## src/rtl/ratio_div_pkg.sv

```systemverilog
package ratio_div_pkg;

    function automatic int gcd_f(input int a, input int b);
        int x;
        int y;
        int t;
        x = a;
        y = b;
        while (y != 0) begin
            t = x % y;
            x = y;
            y = t;
        end
        return x;
    endfunction

    function automatic int lcm_f(input int a, input int b);
        return (a / gcd_f(a, b)) * b;
    endfunction

    // Per-bank registered state: active ratio select and divided output
    typedef struct packed {
        logic sel;
        logic out;
    } bank_state_t;

endpackage

```

## src/rtl/rdiv_gate.sv

```systemverilog
module rdiv_gate (
    input  logic clk_in,
    input  logic rst_in,
    input  logic hold_req,
    output logic rst_int,
    output logic hold_q
);
    logic rst_d, rst_q;
    logic hold_d, hold_r;

    always_comb begin
        rst_d  = 1'b0;
        hold_d = hold_req;
    end

    // Reset asserts at once and is released on a falling edge
    always_ff @(negedge clk_in or posedge rst_in) begin
        if (rst_in) rst_q <= 1'b1;
        else        rst_q <= rst_d;
    end

    // Hold capture on the falling edge, reset to the hold (safe) value
    always_ff @(negedge clk_in or posedge rst_q) begin
        if (rst_q) hold_r <= 1'b1;
        else       hold_r <= hold_d;
    end

    assign rst_int = rst_q;
    assign hold_q  = hold_r;
endmodule

```

## src/rtl/rdiv_count.sv

```systemverilog
module rdiv_count #(
    parameter int PERIOD = 12,
    parameter int CNT_W  = 4
) (
    input  logic             clk_in,
    input  logic             rst_int,
    input  logic             hold_q,
    output logic [CNT_W-1:0] cnt_q,
    output logic [CNT_W-1:0] cnt_d,
    output logic             advance,
    output logic             wrap
);
    localparam logic [CNT_W-1:0] LAST = CNT_W'(PERIOD - 1);

    typedef struct packed {
        logic [CNT_W-1:0] cnt;
    } cnt_state_t;

    cnt_state_t st_d, st_q;

    always_comb begin
        st_d    = st_q;
        advance = !hold_q;
        wrap    = advance && (st_q.cnt == LAST);
        if (advance) begin
            st_d.cnt = (st_q.cnt == LAST) ? '0 : st_q.cnt + 1'b1;
        end
    end

    // Preset to the last index so the first enabled edge lands on index 0
    always_ff @(posedge clk_in or posedge rst_int) begin
        if (rst_int) st_q.cnt <= LAST;
        else         st_q     <= st_d;
    end

    assign cnt_q = st_q.cnt;
    assign cnt_d = st_d.cnt;

    AST_CNT_RANGE: assert property (@(posedge clk_in) disable iff (rst_int)
        cnt_q <= LAST);

    AST_HOLD_FREEZE: assert property (@(posedge clk_in) disable iff (rst_int)
        hold_q |=> $stable(cnt_q));
endmodule

```

## src/rtl/rdiv_bank.sv

```systemverilog
module rdiv_bank
    import ratio_div_pkg::*;
#(
    parameter int R_LO  = 2,
    parameter int R_HI  = 4,
    parameter int CNT_W = 4
) (
    input  logic             clk_in,
    input  logic             rst_int,
    input  logic             advance,
    input  logic             wrap,
    input  logic [CNT_W-1:0] cnt_d,
    input  logic             sel_in,
    output logic             out_q
);
    localparam int HALF_LO = R_LO / 2;
    localparam int HALF_HI = R_HI / 2;

    bank_state_t st_d, st_q;
    logic [31:0] cnt_ext;
    logic        ph_lo, ph_hi;

    always_comb begin
        cnt_ext = 32'(cnt_d);
        ph_lo   = (cnt_ext % 32'(R_LO)) < 32'(HALF_LO);
        ph_hi   = (cnt_ext % 32'(R_HI)) < 32'(HALF_HI);
        st_d    = st_q;
        // Ratio select only moves at the shared wrap boundary
        if (wrap) st_d.sel = sel_in;
        if (advance) st_d.out = st_d.sel ? ph_hi : ph_lo;
    end

    always_ff @(posedge clk_in or posedge rst_int) begin
        if (rst_int) st_q <= '0;
        else         st_q <= st_d;
    end

    assign out_q = st_q.out;

    AST_OUT_FREEZE: assert property (@(posedge clk_in) disable iff (rst_int)
        !advance |=> $stable(out_q));
endmodule

```

## src/rtl/ratio_divider_dual.sv

```systemverilog
module ratio_divider_dual
    import ratio_div_pkg::*;
#(
    parameter int A_LO = 2,
    parameter int A_HI = 4,
    parameter int B_LO = 4,
    parameter int B_HI = 6
) (
    input  logic clk_in,
    input  logic rst_in,
    input  logic hold_req,
    input  logic sel_a,
    input  logic sel_b,
    output logic out_a,
    output logic out_a_n,
    output logic out_b,
    output logic out_b_n
);
    localparam int NUM_BANKS = 2;
    localparam int PERIOD    = lcm_f(lcm_f(A_LO, A_HI), lcm_f(B_LO, B_HI));
    localparam int CNT_W     = (PERIOD > 2) ? $clog2(PERIOD) : 1;
    localparam int LO_TAB [NUM_BANKS] = '{A_LO, B_LO};
    localparam int HI_TAB [NUM_BANKS] = '{A_HI, B_HI};

    logic                 rst_int;
    logic                 hold_q;
    logic [CNT_W-1:0]     cnt_q;
    logic [CNT_W-1:0]     cnt_d;
    logic                 advance;
    logic                 wrap;
    logic [NUM_BANKS-1:0] sel_vec;
    logic [NUM_BANKS-1:0] out_vec;

    assign sel_vec = {sel_b, sel_a};

    rdiv_gate u_gate (
        .clk_in   (clk_in),
        .rst_in   (rst_in),
        .hold_req (hold_req),
        .rst_int  (rst_int),
        .hold_q   (hold_q)
    );

    rdiv_count #(
        .PERIOD (PERIOD),
        .CNT_W  (CNT_W)
    ) u_count (
        .clk_in  (clk_in),
        .rst_int (rst_int),
        .hold_q  (hold_q),
        .cnt_q   (cnt_q),
        .cnt_d   (cnt_d),
        .advance (advance),
        .wrap    (wrap)
    );

    for (genvar g = 0; g < NUM_BANKS; g++) begin : g_bank
        rdiv_bank #(
            .R_LO  (LO_TAB[g]),
            .R_HI  (HI_TAB[g]),
            .CNT_W (CNT_W)
        ) u_bank (
            .clk_in  (clk_in),
            .rst_int (rst_int),
            .advance (advance),
            .wrap    (wrap),
            .cnt_d   (cnt_d),
            .sel_in  (sel_vec[g]),
            .out_q   (out_vec[g])
        );
    end

    assign out_a   = out_vec[0];
    assign out_a_n = ~out_vec[0];
    assign out_b   = out_vec[1];
    assign out_b_n = ~out_vec[1];

    AST_ALIGN_HIGH: assert property (@(posedge clk_in) disable iff (rst_int)
        (cnt_q == '0) |-> (out_vec == {NUM_BANKS{1'b1}}));

    AST_RST_CLEAR: assert property (@(posedge clk_in)
        rst_in |-> (out_vec == '0));
endmodule

```

## config.mk

```make
export PLATFORM = sky130hd
export DESIGN_NAME = ratio_divider_dual
export DESIGN_NICKNAME = d
export VERILOG_FILES = /design/src/rtl/ratio_div_pkg.sv /design/src/rtl/rdiv_gate.sv /design/src/rtl/rdiv_count.sv /design/src/rtl/rdiv_bank.sv /design/src/rtl/ratio_divider_dual.sv
export SDC_FILE = /design/constraint.sdc
export NUM_CORES = 1
export LEC_CHECK = 0
export BUFFER_PORTS_ARGS = -buffer_cell sky130_fd_sc_hd__buf_2
export CORE_AREA = 5 5 42 44
export DETAILED_ROUTE_END_ITERATION = 10
export DIE_AREA = 0 0 47 49
export GPL_TIMING_DRIVEN = 1
export PLACE_DENSITY = 0.7
export SKIP_CTS_REPAIR_TIMING = 1
export SYNTH_ARGS = -nofsm -noshare
export SYNTH_HDL_FRONTEND = slang
export SYNTH_SLANG_ARGS = --single-unit
```

## constraint.sdc

```tcl
create_clock -name clk_in -period 0.8 [get_ports clk_in]
set_clock_uncertainty 0.05 [all_clocks]
set_input_delay 0.08 -clock clk_in [delete_from_list [all_inputs] [get_ports clk_in]]
set_output_delay 0.08 -clock clk_in [all_outputs]
set_load 0.03 [all_outputs]
```

==> results.py <==
metrics = {
    "synth": {
        "ys_ff_latch": 10,
        "synth-edff-count": 0,
        "ys_types": 33,
        "ys.flop_type": "dfstp_2",
        "yosys_warnings": 0,
        "synthCells": 61,
        "seq_area_frac_synth_pct": 39.3,
        "syn-num-nets": 69,
        "syn_area_um2": 652,
        "avgSynthCellArea_um2": 10.7,
        "async_flop_share_pct": 100,
    },
    "grt": {
        "antenna_found_initial": 0,
        "track_usage_pct": 16.7,
        "overflow": 0,
        "grt_pass1_vias": 591,
        "grt_max_degree": 10,
        "grt_pass1_wl_um": 2680,
    },
    "floorplanning": {
        "fp.dieH_um": 49,
        "die_area_um2": 2300,
        "die_w_um": 47,
        "row_count": 14,
        "initial_core_util_pct": 46.5,
        "core_area_um2": 1400,
        "ioPinCount": 9,
    },
    "cts": {
        "cts_tree": "built",
        "cts_buffer_depth": 2,
        "cts_made_buffers": 3,
        "cts_root_buf": "clkbuf_4",
        "clock_latency_ns": 0.33,
        "htreeDepth": 1,
        "clkTransAtPathRegs_ns": 0.07,
        "cts.sinks": 10,
    },
    "layout": {
        "nets": 112,
        "multi_input_area_um2": 469,
        "final_util_pct": 79.6,
        "layout-drive-gt1-share_pct": 72.8,
        "regArea_um2": 256,
        "nFillCells": 77,
        "area_growth_pct": 71.0,
        "antenna_cells": 0,
    },
    "drt": {
        "drt-pass1-iter-count": 4,
        "drt_iter0_markers": 13,
        "drtAntennaViolNets": 0,
        "wirelength_um": 2050,
        "via_per_inst": 5.40,
        "top_layer": "met4",
        "vias": 643,
        "routedWlPerCell_um": 17.2,
        "wl_met2_um": 1120,
        "met3_length_um": 50,
        "drcViolationCount": 0,
        "wl_met1_um": 834,
    },
    "placement": {
        "port_buffers": 8,
        "hpwl_um": 1310,
        "place_congestion": 0.845,
        "pre_cts_ws_ns": -1.70,
    },
    "setup_path": {
        "max_stage_delay_ns": 0.59,
        "cp.depth": 7,
        "critical_path.slowest_cell": "dfstp_2",
        "path_cells": "buf_4 -> buf_6 -> mux2_4 -> or3_4 -> o211ai_2 -> o311a_4 -> o31ai_4",
        "cp.required_ns": 0.90,
        "crit_buf_inv": 2,
        "arrival_ns": 2.65,
        "worstSetupStartpointType": "flop",
        "worst_setup_path_end_kind": "flop",
        "reg2reg_depth": 7,
        "critical_path_class": "reg2reg",
        "critical_path.top_delay_family": "flip-flops",
        "crit_fanout": 5,
    },
    "timing": {
        "rsz0062_at_grt": "yes",
        "timing.final.hold_violations": 0,
        "setup_viol": 16,
        "setup_slack_ns": -1.76,
        "drv_slew": 0,
        "fin_setup_tns_ns": -10.85,
    },
    "outcome": {
        "status": "complete, but fails checks",
        "violations": "negative setup slack",
    },
    "flow_run": {
        "drv_cap": 0,
    },
    "pwr": {
        "p_per_area_nw_per_um2": 5110,
        "leakage_uw": 0.000510,
        "ir_worst_vdd_uv": 2590,
    },
    "hold_path": {
        "worst_hold_path_type": "in2async",
    },
}
## cells by family (layout without fill, tap and decap cells)
family                     Yosys count  after routing  synth area share, %
muxes                                5              5                 10.4
AOI/OAI and AO/OA                   12             12                 15.7
adders and majority gates            3              3                 5.76
DFF                                 10             10                 39.3
xor gates and xnor gates             3              3                 4.03
other                                1              1                0.575
buffers and inverters                8             50                 6.33
and+or+nand+nor                     19             19                 17.9
## report_power, final
part / switching [µW] / internal, µW
Clock: 211 / 206
Sequential: 215 / 777
Combinational: 1940 / 2350
Total: 2360 / 3330
## layout make-up
class	instances	area share, %
multi-input cells	43	42.1
repair buffers	38	27.4
flip-flops and latches	10	23.0
clock buffers	4	2.36
inverters	5	2.02
well taps	16	1.80
clock inverters	2	0.673
repair inverters	1	0.673
## synth_stat cells (all sizes together) (2+ instances only)
library cell	instances	area, µm²
nor2	7	26.3
inv	6	22.5
dfrtp	5	125
dfstp	5	131
mux2	5	67.6
ha	3	37.5
nand2	3	11.3
a21oi	2	10.0
buf	2	18.8
nor2b	2	15.0
o21ai	2	10.0
xnor2	2	17.5
## cells in the final DEF (no fill, tap or decap), types with 2 or more instances in the layout
cell        instances
buf_4              26
nor2_1              4
inv_2               2
dfrtp_1             5
nand2_1             2
dfstp_2             5
o21ai_1             2
nor2_4              2
mux2_4              5
buf_2               4
xnor2_1             2
buf_6               8
clkinvlp_4          2
clkbuf_4            3
ha_4                3
inv_1               4
a21oi_1             2
## state kept, by name, indices dropped and copies added (netlist names)
signal,count
u_count.cnt_q,4
g_bank.u_bank.out_q,2
g_bank.u_bank.st_q,2
u_gate.hold_q,1
u_gate.rst_int,1
## layer usage
layer / GRT usage (%) / vias up
met5: 0 / -
met4: 8.76 / 0
met3: 3.32 / 5
met2: 25.8 / 19
met1: 21.1 / 321
li1: - / 298
## metrics by stage
step	cell area [µm²]	std cells	hold slack [ns]	power (µW)
after floorplan	731	61	0.197	3200
after global placement	926	104	0.381	4330
after detailed placement	926	104	0.382	4480
after CTS	956	109	0.0897	4900
after global routing	1110	119	0.0990	6020
final	1110	119	0.0926	5700
## final timing paths
check                                         start                                 end  slack (ns)
hold reg to reg            u_gate.rst_int$_DFF_NP1_             u_gate.hold_q$_DFF_NP1_        0.47
hold / removal                               rst_in            u_gate.rst_int$_DFF_NP1_        0.09
setup reg to reg            u_gate.hold_q$_DFF_NP1_  g_bank[1].u_bank.out_q$_DFFE_PP0N_       -1.76
min in group clk_in                           sel_b  g_bank[1].u_bank.st_q[1]$_DFF_PP0_        0.11
max in group asynchronous  u_gate.rst_int$_DFF_NP1_          u_count.cnt_q[1]$_DFF_PP1_       -0.08
setup / recovery            u_gate.hold_q$_DFF_NP1_  g_bank[1].u_bank.out_q$_DFFE_PP0N_       -1.76
No activity file was read; power rests on OpenSTA's default activity.
